### config.mk
export PLATFORM = sky130hd
export DESIGN_NAME = intc_group_combiner
export DESIGN_NICKNAME = d
export VERILOG_FILES = /design/src/rtl/combiner_pkg.sv /design/src/rtl/combiner_enable_bank.sv /design/src/rtl/combiner_group_or.sv /design/src/rtl/combiner_read_port.sv /design/src/rtl/intc_group_combiner.sv
export SDC_FILE = /design/constraint.sdc
export NUM_CORES = 1
export LEC_CHECK = 0
export ABC_AREA = 0
export ABC_CLOCK_PERIOD_IN_PS = 1900
export BUFFER_PORTS_ARGS = -buffer_cell sky130_fd_sc_hd__buf_2
export CAP_MARGIN = 20
export CORE_UTILIZATION = 51
export DETAILED_ROUTE_END_ITERATION = 6
export PLACE_DENSITY = 0.75
export SYNTH_ARGS = -nofsm -noshare
export SYNTH_HDL_FRONTEND = slang
export SYNTH_SLANG_ARGS = --single-unit
### constraint.sdc
create_clock -name clk -period 1.9 [get_ports clk]
set_input_delay 0.095 -clock clk [delete_from_list [all_inputs] [get_ports clk]]
set_output_delay 0.095 -clock clk [all_outputs]
set_load 0.01 [all_outputs]
### src/rtl/combiner_pkg.sv
package combiner_pkg;
    localparam int LINES_PER_GROUP = 8;
    localparam int GROUPS_PER_BANK = 4;
    localparam int BANK_W          = LINES_PER_GROUP * GROUPS_PER_BANK;

    // word offset within a bank; the value is the decoded register
    typedef enum logic [1:0] {
        OFS_SET  = 2'd0,
        OFS_CLR  = 2'd1,
        OFS_PAD  = 2'd2,
        OFS_STAT = 2'd3
    } reg_ofs_e;
endpackage

### src/rtl/combiner_enable_bank.sv
module combiner_enable_bank
    import combiner_pkg::*;
#(
    parameter int VALID_BITS = BANK_W
) (
    input  logic              clk,
    input  logic              rst_n,
    input  logic              set_we,
    input  logic              clr_we,
    input  logic [BANK_W-1:0] wdata,
    output logic [BANK_W-1:0] en
);
    localparam logic [BANK_W-1:0] KEEP_MASK =
        (VALID_BITS >= BANK_W) ? {BANK_W{1'b1}} : BANK_W'((64'd1 << VALID_BITS) - 64'd1);

    typedef struct packed {
        logic [BANK_W-1:0] en;
    } bank_st_t;

    bank_st_t s_d, s_q;

    always_comb begin
        s_d = s_q;
        if (set_we) begin
            s_d.en = s_q.en | (wdata & KEEP_MASK);
        end
        if (clr_we) begin
            s_d.en = s_d.en & ~wdata;
        end
    end

    always_ff @(posedge clk or negedge rst_n) begin
        if (!rst_n) begin
            s_q <= '0;
        end else begin
            s_q <= s_d;
        end
    end

    assign en = s_q.en;
endmodule

### src/rtl/combiner_group_or.sv
module combiner_group_or
    import combiner_pkg::*;
(
    input  logic                       clk,
    input  logic                       rst_n,
    input  logic [LINES_PER_GROUP-1:0] lines,
    input  logic [LINES_PER_GROUP-1:0] en,
    output logic                       irq
);
    typedef struct packed {
        logic irq;
    } grp_st_t;

    grp_st_t s_d, s_q;

    always_comb begin
        s_d     = s_q;
        s_d.irq = |(lines & en);
    end

    always_ff @(posedge clk or negedge rst_n) begin
        if (!rst_n) begin
            s_q <= '0;
        end else begin
            s_q <= s_d;
        end
    end

    assign irq = s_q.irq;
endmodule

### src/rtl/combiner_read_port.sv
module combiner_read_port
    import combiner_pkg::*;
#(
    parameter int NUM_BANKS  = 5,
    parameter int BANK_SEL_W = 3
) (
    input  logic                        clk,
    input  logic                        rst_n,
    input  logic                        rd_en,
    input  logic                        bank_ok,
    input  logic [BANK_SEL_W-1:0]       bank,
    input  reg_ofs_e                    ofs,
    input  logic [NUM_BANKS*BANK_W-1:0] en_all,
    input  logic [NUM_BANKS*BANK_W-1:0] irq_pad,
    output logic [BANK_W-1:0]           rdata
);
    typedef struct packed {
        logic [BANK_W-1:0] rdata;
    } rd_st_t;

    rd_st_t s_d, s_q;

    always_comb begin
        s_d = s_q;
        if (rd_en) begin
            s_d.rdata = '0;
            for (int b = 0; b < NUM_BANKS; b++) begin
                if (bank_ok && (bank == BANK_SEL_W'(b))) begin
                    unique case (ofs)
                        OFS_SET, OFS_CLR: s_d.rdata = en_all[b*BANK_W +: BANK_W];
                        OFS_STAT:         s_d.rdata = en_all[b*BANK_W +: BANK_W] & irq_pad[b*BANK_W +: BANK_W];
                        default:          s_d.rdata = '0;
                    endcase
                end
            end
        end
    end

    always_ff @(posedge clk or negedge rst_n) begin
        if (!rst_n) begin
            s_q <= '0;
        end else begin
            s_q <= s_d;
        end
    end

    assign rdata = s_q.rdata;
endmodule

### src/rtl/intc_group_combiner.sv
module intc_group_combiner
    import combiner_pkg::*;
#(
    parameter int NUM_GROUPS = 20,
    parameter int ADDR_W     = 5
) (
    input  logic                                clk,
    input  logic                                rst_n,
    input  logic [NUM_GROUPS*LINES_PER_GROUP-1:0] irq_in,
    input  logic                                wr_en,
    input  logic                                rd_en,
    input  logic [ADDR_W-1:0]                   addr,
    input  logic [BANK_W-1:0]                   wdata,
    output logic [BANK_W-1:0]                   rdata,
    output logic [NUM_GROUPS-1:0]               group_irq
);
    localparam int NUM_INPUTS = NUM_GROUPS * LINES_PER_GROUP;
    localparam int NUM_BANKS  = (NUM_GROUPS + GROUPS_PER_BANK - 1) / GROUPS_PER_BANK;
    localparam int BANK_SEL_W = ADDR_W - 2;
    localparam int PAD_W      = NUM_BANKS * BANK_W;

    logic [BANK_SEL_W-1:0] bank;
    reg_ofs_e              ofs;
    logic                  bank_ok;
    logic [PAD_W-1:0]      en_all;
    logic [PAD_W-1:0]      irq_pad;

    assign bank    = addr[ADDR_W-1:2];
    assign ofs     = reg_ofs_e'(addr[1:0]);
    assign bank_ok = (32'(bank) < 32'(NUM_BANKS));

    always_comb begin
        irq_pad                 = '0;
        irq_pad[NUM_INPUTS-1:0] = irq_in;
    end

    for (genvar b = 0; b < NUM_BANKS; b++) begin : g_bank
        localparam int REM_GROUPS = NUM_GROUPS - b * GROUPS_PER_BANK;
        localparam int VALID      = (REM_GROUPS >= GROUPS_PER_BANK) ? BANK_W : REM_GROUPS * LINES_PER_GROUP;
        logic hit;
        assign hit = wr_en && bank_ok && (bank == BANK_SEL_W'(b));

        combiner_enable_bank #(.VALID_BITS(VALID)) u_bank (
            .clk    (clk),
            .rst_n  (rst_n),
            .set_we (hit && (ofs == OFS_SET)),
            .clr_we (hit && (ofs == OFS_CLR)),
            .wdata  (wdata),
            .en     (en_all[b*BANK_W +: BANK_W])
        );
    end

    for (genvar g = 0; g < NUM_GROUPS; g++) begin : g_group
        combiner_group_or u_or (
            .clk   (clk),
            .rst_n (rst_n),
            .lines (irq_in[g*LINES_PER_GROUP +: LINES_PER_GROUP]),
            .en    (en_all[g*LINES_PER_GROUP +: LINES_PER_GROUP]),
            .irq   (group_irq[g])
        );
    end

    combiner_read_port #(
        .NUM_BANKS  (NUM_BANKS),
        .BANK_SEL_W (BANK_SEL_W)
    ) u_rd (
        .clk     (clk),
        .rst_n   (rst_n),
        .rd_en   (rd_en),
        .bank_ok (bank_ok),
        .bank    (bank),
        .ofs     (ofs),
        .en_all  (en_all),
        .irq_pad (irq_pad),
        .rdata   (rdata)
    );
endmodule

After elaboration in Yosys (flattened, before gate mapping)
Index checks and enable logic that the tools add are counted.
Widths: inputs -> output; s select.
{ "word_totals": {"regBits": 212, "wordCells": 133, "n_memories": 0, "romBits": 0, "in_bits": 201, "ram_bits": 0, "latchBits": 0} }
{ "classes": {"div": 0, "order_cmp": 1, "n_reduce_logical": 44, "bitwise_logic": 36, "mul": 0, "add_sub_neg": 0, "eq_ne": 6, "mux": 20, "shifts": 0} }
{ "op_table": {"columns": ["operator", "n"], "rows": [
  ["$mux 32", 15],
  ["$and 32x32->32", 10],
  ["$pmux 32 s2", 5],
  ["$and 8x8->8", 20],
  ["$or 32x32->32", 5],
  ["$reduce_or 8->1", 20],
  ["$not 32->32", 1],
  ["$logic_and 1x1->1", 21],
  ["$eq 3x2->1 const B", 2],
  ["$eq 3x1->1 const B", 1],
  ["$eq 3x3->1 const B", 1],
  ["$logic_not 3->1", 1],
  ["$lt 3x3->1 const B", 1],
  ["$eq 2x1->1 const B", 1],
  ["$eq 2x2->1 const B", 1],
  ["$logic_not 2->1", 1],
  ["$reduce_or 2->1", 1]
]} }

Depth between registers and ports, before layout
Gate-level depths: netlist of run 1.
{ "logic_depth": {"ltp_word": 8, "ltp_mapped": 7} }

By module
A second synthesis of run 1 with hierarchy kept.
{ "hier_totals": {"hier_cells": 1137, "area_unflattened_um2": 10938.0} }
{ "modules_own_cells": {"columns": ["mod", "instances", "seq_area_each_um2", "cells_each", "area_per_inst_um2"], "rows": [
  ["combiner_enable_bank", 5, 800.8, 102, 1169.9],
  ["combiner_read_port", 1, 800.8, 490, 3753.6],
  ["combiner_group_or", 20, 25.0, 6, 61.3],
  ["intc_group_combiner", 1, 0.0, 17, 108.9]
]} }

Worst setup path before layout of run 1
No wires, ideal clock.
{ "synth_timing": {"path_type": "input port to flip-flop", "from": "input port addr[2]", "to": "register (tool-made name)", "path_stages": 7, "setup_time_ps": 121, "t_required_ps": 1779, "arrival_time_ps": 1301, "n_path_buf": 3, "slack_ps": 478, "cell_sequence": "buf_4 > or3b_1 > buf_2 > nor2_2 > buf_4 > nand2_1 > a22o_1"} }
{ "synth_rtl": {"columns": ["element", "line", "rtl"], "rows": [
  ["start, declared", "intc_group_combiner.sv:12", "input logic [ADDR_W-1:0] addr,"]
]} }

==> run summary, run 1 <==
clk_skew: 6.64 ps
RSZ-0062 raised after global routing: false
r2r endpoint: g_group[1].u_or.irq
1st-iter DRT viols: 1584
Mean Syn Cell Area: 8.67 um2
Num CTS Buffers: 24
R2R depth: 3
Worst EP required: 2270 ps
CTS root buf: clkbuf_16
# DRC: 0
Post-Synthesis Cells: 1357
Sw Share: 29.1%
HP Class: input pin to flop
hold slack: 13.1 ps
Critical Path End: g_group[1].u_or.irq
drt wl/cell: 21.2 um
setup violators final: 0
Worst Setup Start Kind: flop
initial antenna violation count: 2
max-cap viol count: 0
largest area contributor in the synthesized netlist: dfrtp_1
largest net degree at the start of global routing: 81
Max FO, Critical Path: 3
power share of the clock group: 34.1%
WHS Path Cells: 5
Area Growth Syn to Fin: 36.2%
fraction of layout cells with a size suffix above 1: 20.5%
post-CTS setup buffers: 0
CTS Sinks: 212
worst-margin pin slew: 554 ps
Worst-Skew Late Latency: 520 ps
Clock Path Buffers: 3
Top FF cell, synth: dfrtp_1
# placed instances: 1794
WL final: 43000 um
# IOs: 253
Die Ht: 154 um
DIE WIDTH: 154 um
Core ar.: 22600 um2
post-route clock period utilization: 82.6%
worst vdd ir: 0.000644 V
syn_nets: 1558
critical path endpoint category: flop
reg2reg setup slack: 330 ps
vias in the first global route: 12020
Yosys reg bits: 212
Comb power frac: 23.8%
Vias per Instance: 6.28
Final Critical Period: 1570 ps
synth top area cells: dfrtp_1 45%, a22o_1 11%, nand2_1 11%, a21oi_1 5.7%, a22oi_1 5.5%
final slew viol count: 0
outcome: complete, no violations
layout net count: 1929
part of the power in registers: 42.1%
Antenna Nets Post-Route: 0
warnings from Yosys: 0
Lkg Pwr: 7.01 nW
Seq/Total Area, Yosys: 45.1%
Initial Utilization: 51.9%
DP HPWL: 27800 um
area share of the largest cell type after synthesis: 45.1%
FMAX: 637 MHz
routability cong.: 0.890
global-route wire length before repair: 66500 um
Worst Path Arrival: 1940 ps
Netlist cell types: 36
Async SR Flop Fraction: 100%
Rel. slew slack: 62.6%
WS Path Type: flop to flop
non-filler cells, final: 2031
EDFF count, synth: 0
GRT overflow: 0
mapped cell area: 11800 um2
H-tree depth: 1
Int Power: 10.3 mW
CTS tree: yes
Global Route Usage Sum: 35.8%
die area: 23700 um2
vias: 12753
Final Hold Vio Count: 0
setup tns final: 0 ps
Detailed Routing Iterations Pass 1: 6
P per Cell Area: 903 nW/um2
port buffer count: 252
Reg clk slew, reported paths: 60 ps
NetSw: 4.22 mW
number of cell rows: 55
[layout make-up]
| cell class | count | area, um2 |
|---|---|---|
| diodes | 1 | 2.50 |
| multi-input cells | 992 | 5770 |
| inverters | 4 | 15.0 |
| repair buffers | 494 | 3720 |
| flip-flops and latches | 212 | 5310 |
| well taps | 285 | 357 |
| clock buffers | 34 | 749 |
| fillers | 1707 | 6620 |
| clock inverters | 9 | 100 |
[how the worst min path moves through the flow]
stage,start,slack [ps],endpoint
after floorplan,rst_n,-200,async pin
after global placement,rst_n,100,g_group[14].u_or.irq
after detailed placement,rst_n,100,g_group[2].u_or.irq
after CTS,irq_in[141],0.2,u_rd.rdata[13]
after global routing,irq_in[133],50,u_rd.rdata[5]
final,irq_in[141],10,u_rd.rdata[13]
[stage by stage]
step	total power, mW	utilization [%]	instance area, um2	setup WS (ps)
2_1_floorplan	7.81	-	11800	478
3_3_place_gp	8.77	58.5	13200	209
3_5_place_dp	8.85	58.5	13200	183
4_1_cts	14.4	70.5	16000	29.3
5_1_grt	15.1	70.8	16000	292
6_report	14.5	70.8	16000	330
[cells in the final DEF, fill, tap and decap left out, drive strengths merged, types with 7 or more instances in the layout]
master,n
clkbuf,35
nor2,14
dfrtp,212
nand4,20
a22o,148
dlygate4sd3,193
a21oi,133
nand2b,58
buf,300
a31oi,32
o22ai,19
a22oi,86
o221ai,11
a21boi,49
nand2,343
nor2b,7
o21ai,49
[worst max-delay path, cell delays in order, from the launching register on]
cell           delay [ps]
dfrtp_1               410
a22oi_1               250
dlygate4sd3_1         620
nand4_1               130
[layer usage]
layer  track usage [%]  vias up  share of wire (%)
met1              48.3     6125                 39
met4              12.3        0                3.0
met2              58.7      873                 47
li1                  -     5649                  -
met5                 0        -                  0
met3              5.89      106                 10
[synth_stat cells, drive strengths merged (4+ instances only)]
master,number
nand2,343
dfrtp,212
a22o,148
a21oi,133
a22oi,86
clkbuf,78
buf,71
nand2b,58
a21boi,49
o21ai,49
a31oi,32
nand4,20
o22ai,19
nor2,14
o221ai,11
nor2b,7
o311ai,6
inv,4
[power by group through the flow]
stage               clock, mW  sequential (mW)  combinational [mW]
finish                   4.93             6.10                3.45
global route             5.16             6.18                3.72
CTS                      4.94             6.05                3.36
detailed placement          0             6.11                2.74
global placement            0             6.10                2.67
floorplan                   0             5.94                1.87
[logic make-up after synthesis]
logic type,share of synthesized area (%)
DFF,45.1
AOI/OAI and AO/OA,31.8
and+or+nand+nor,16.9
buffers and inverters,6.18
[repair_timing]
item,CTS,global route
hold buffers,188,6
endpoints found under the setup margin,0,1
endpoints found under the hold margin,393,1
gates resized for setup,0,1
(Power assumes the default switching activity.)
==> inputs of run 2 (changes only) <==
ABC_CLOCK_PERIOD_IN_PS = 1590   (was 1900)
clock period = 1.59 ns   (was 1.9 ns; I/O delays follow)
==> run 2 against run 1 <==
  * The flow now finishes with violations (DRC)
  * Highest routed layer unchanged
  * Routed wire length increased by 3.5%
  * Utilization grew 1.1 points
  * Critical path depth is the same
==> run summary, run 2 (same netlist as run 1, synthesis figures left out) <==
WHS Path Cells: 5
FMAX: 638 MHz
Vias per Instance: 6.34
R2R depth: 3
Reg clk slew, reported paths: 60 ps
setup violators final: 0
HP Class: input pin to flop
CTS tree: yes
Sw Share: 29.7%
power share of the clock group: 33.7%
Final Critical Period: 1570 ps
setup tns final: 0 ps
Global Route Usage Sum: 37.6%
part of the power in registers: 42.2%
Initial Utilization: 51.9%
non-filler cells, final: 2050
critical path endpoint category: flop
CP Cell Sequence: a22oi_1 > dlygate4sd3_1 > nand4_1
RSZ-0062 raised after global routing: false
Rel. slew slack: 53.5%
Antenna Nets Post-Route: 0
largest net degree at the start of global routing: 92
most common cell after layout, fill and taps aside: nand2_1
CTS Sinks: 212
GRT overflow: 0
final core occ: 71.8%
Num CTS Buffers: 24
fraction of layout cells with a size suffix above 1: 21.0%
layout net count: 1948
WS Path Type: flop to flop
Core ar.: 22600 um2
WL final: 44500 um
Lkg Pwr: 7.12 nW
CP max-delay cell: dlygate4sd3_1
worst vdd ir: 0.000699 V
DIE WIDTH: 154 um
routability cong.: 0.921
P per Cell Area: 1070 nW/um2
Die Ht: 154 um
Largest stage delay, worst path: 610 ps
H-tree depth: 1
Worst EP required: 1950 ps
max-cap viol count: 0
drt wl/cell: 21.7 um
Worst Setup Start Kind: flop
clk_skew: 8.30 ps
worst-margin pin slew: 695 ps
1st-iter DRT viols: 1674
CTS root buf: clkbuf_16
# DRC: 8
Worst Path Arrival: 1930 ps
post-route clock period utilization: 98.6%
failing checks: DRC
Comb power frac: 24.1%
DP HPWL: 28900 um
Area Growth Syn to Fin: 38.3%
# placed instances: 1810
Worst-Skew Late Latency: 530 ps
initial antenna violation count: 1
die area: 23700 um2
vias in the first global route: 12603
outcome: finished with violations
# IOs: 253
post-CTS setup buffers: 0
Int Power: 12.2 mW
final slew viol count: 0
Max FO, Critical Path: 3
Detailed Routing Iterations Pass 1: 7
Clock Path Buffers: 3
Final Hold Vio Count: 0
number of cell rows: 55
vias: 12992
global-route wire length before repair: 69600 um
NetSw: 5.15 mW
most frequent cells in the layout: 343 x nand2_1, 249 x buf_2, 212 x dfrtp_1, 196 x dlygate4sd3_1, 148 x a22o_1
port buffer count: 252
[run 2: power by group through the flow]
stage	Sequential, mW	Combinational (mW)	Clock, mW
floorplan	7.10	2.24	0
global placement	7.31	3.23	0
detailed placement	7.33	3.33	0
CTS	7.26	4.07	5.84
global route	7.41	4.52	6.10
finish	7.31	4.18	5.85
[run 2: final timing paths]
| check | endpoint | slack (ps) | start |
|---|---|---|---|
| max | g_group[3].u_or.irq | 20 | flop |
| min | u_rd.rdata[29] | 10 | irq_in[93] |
| max reg2reg | g_group[3].u_or.irq | 20 | flop |
| min reg2reg | flop | 520 | flop |
| max in group asynchronous | u_rd.rdata[17] | 360 | rst_n |
| min in group asynchronous | g_group[6].u_or.irq | 150 | rst_n |
[run 2: metrics by stage]
stage / power [mW] / area [um2] / setup slack [ps] / hold WS (ps)
3_3_place_gp: 10.5 / 13500 / 92.4 / -44.8
4_1_cts: 17.2 / 16300 / 88.4 / 14.5
5_1_grt: 18.0 / 16300 / 0.554 / 47.9
3_5_place_dp: 10.7 / 13500 / 47.9 / -44.9
2_1_floorplan: 9.34 / 11800 / 184 / -216
6_report: 17.3 / 16300 / 21.9 / 14.9
[run 2: timing repair]
action	in CTS	in global routing
hold buffers	196	0
gates resized for setup	0	0
endpoints found under the hold margin	401	0
[run 2: layout make-up]
class | count | area, um2
antenna | 1 | 2.50
clock buffer | 34 | 729
clock inverter | 9 | 103
fill | 1698 | 6380
inverter | 4 | 15.0
multi-input combinational | 992 | 5760
sequential | 212 | 5310
tap | 285 | 357
timing repair buffer | 513 | 3990
[run 2: layer usage]
layer | wire [um] | global-route usage (%) | up-vias
li1 | - | - | 5670
met1 | 17300 | 50.7 | 6186
met2 | 20500 | 58.9 | 958
met3 | 4470 | 6.37 | 178
met4 | 2140 | 18.6 | 0
met5 | 0 | 0 | -
[run 2: critical path: cells and delay by family, from the launching register on]
family | cells | cell delay (ps)
AND/OR/NAND/NOR | 1 | 150
buffers and inverters | 1 | 610
AO/OA/AOI/OAI | 1 | 240
flip-flops | 1 | 410
==> inputs of run 3 (changes only) <==
REMOVE_ABC_BUFFERS = 1   (was default)
==> run 3 against run 2 <==
  * The flow now finishes without violations
  * Via count shrank 1.3%
  * Clock power is 15% lower
  * Sequential power barely moved
  * Critical path type unchanged
  * Largest cell class unchanged
==> run summary, run 3 (same netlist as run 1, synthesis figures left out) <==
1st-iter DRT viols: 1587
Worst EP required: 1950 ps
most common cell after layout, fill and taps aside: nand2_1
CTS Sinks: 212
Worst Path Arrival: 1940 ps
Final Critical Period: 1590 ps
FMAX: 630 MHz
global-route wire length before repair: 67400 um
critical path endpoint category: flop
Worst Hold End: u_rd.rdata[23]
Vias per Instance: 6.28
die area: 23700 um2
CP Cell Sequence: a22oi_1 > dlygate4sd3_1 > nand4_1
DIE WIDTH: 154 um
post-route clock period utilization: 99.8%
largest net degree at the start of global routing: 64
buffers and inverters on the worst path: 1
max-cap viol count: 0
Antenna Nets Post-Route: 0
R2R depth: 3
Filler cells: 1706
# DRC: 0
layout net count: 1947
Max FO, Critical Path: 3
r2r endpoint: g_group[14].u_or.irq
fraction of layout cells with a size suffix above 1: 20.6%
GRT overflow: 0
initial antenna violation count: 4
RSZ-0062 raised after global routing: false
drt wl/cell: 21.5 um
WL final: 43900 um
Rel. slew slack: 67.5%
final slew viol count: 0
Reg clk slew, reported paths: 60 ps
clk_skew: 5.48 ps
fin area: 16000 um2
most frequent cells in the layout: 343 x nand2_1, 249 x buf_2, 212 x dfrtp_1, 193 x dlygate4sd3_1, 148 x a22o_1
H-tree depth: 1
Tot Pwr: 16.4 mW
routability cong.: 0.905
hold_sp: irq_in[151]
setup violators final: 0
number of cell rows: 55
Core ar.: 22600 um2
Detailed Routing Iterations Pass 1: 6
Clock Path Buffers: 3
Largest stage delay, worst path: 620 ps
Die Ht: 154 um
Worst-Skew Late Latency: 510 ps
placed inst area: 13400 um2
Num CTS Buffers: 23
CTS tree: yes
DP HPWL: 29500 um
CTS root buf: clkbuf_16
Global Route Usage Sum: 36.6%
# IOs: 253
worst-margin pin slew: 487 ps
reg2reg setup slack: 4 ps
vias in the first global route: 12295
outcome: complete, no violations
port buffer count: 252
worst vdd ir: 0.000628 V
Final Hold Vio Count: 0
HP Class: input pin to flop
P per Cell Area: 1030 nW/um2
vias: 12817
Initial Utilization: 51.9%
CP max-delay cell: dlygate4sd3_1
area occupied by multi-input gates: 5770 um2
Area Growth Syn to Fin: 36.4%
critical path's top delay family: buffers and inverters
Worst Setup Start Kind: flop
Lkg Pwr: 7.03 nW
WS Path Type: flop to flop
WHS Path Cells: 5
register area: 5310 um2
run 3: cell types whose count changed in the layout (fill, tap and decap cells not counted), sizes merged:
cell,before,now
clkinv,4,1
clkinvlp,3,0
bufinv,2,0
buf,316,319
dlygate4sd3,196,193
run 3: metrics by stage:
step	worst slack, ps	TNS [ps]	hold WS, ps	util [%]	instances
final	3.54	0	17.7	70.8	2042
after global routing	3.12	0	27.3	70.8	2041
after CTS	80.6	0	3.95	70.9	2043
after detailed placement	47.4	0	40.7	59.4	1813
after global placement	66.5	0	43.3	59.4	1813
after floorplan	-600	-57950	-216	-	1208
run 3: worst max path at each step:
stage,start,to,slack (ps),cells past startpoint
6_report,flop,g_group[14].u_or.irq,4,3
5_1_grt,flop,g_group[6].u_or.irq,3,3
4_1_cts,flop,g_group[14].u_or.irq,80,3
3_5_place_dp,addr[2],flop,50,6
3_3_place_gp,addr[2],flop,70,6
2_1_floorplan,addr[2],flop,-600,4
run 3: worst min-delay path, stage by stage:
cell and delay [ps]:
buf_2 130, nand2_1 60, a21boi_0 70, o22ai_1 100, a31oi_1 50
run 3: power breakdown:
group          switching (mW)  internal [mW]  total, mW
sequential              0.856           6.44       7.29
combinational            1.93           2.26       4.19
clock                    2.15           2.81       4.96
run 3: cell type report:
cell class / instances / area share (%)
multi-input combinational: 992 / 36.0
clock buffer: 34 / 4.10
sequential: 212 / 33.1
inverter: 4 / 0.0936
antenna: 1 / 0.0156
timing repair buffer: 513 / 24.5
clock inverter: 1 / 0.0312
tap: 285 / 2.22
run 3: per-layer routing:
metal | vias up | share of wire [%] | GRT usage [%]
met2 | 874 | 46 | 57.8
li1 | 5668 | - | -
met5 | - | 0.077 | 0
met1 | 6116 | 39 | 49.6
met3 | 153 | 11 | 7.07
met4 | 6 | 3.9 | 14.4
run 3: timing repair:
action,CTS,global route
setup endpoints to repair,0,2
buffers inserted,0,0
gates resized for setup,0,1
endpoints found under the hold margin,398,0
hold buffers,195,0
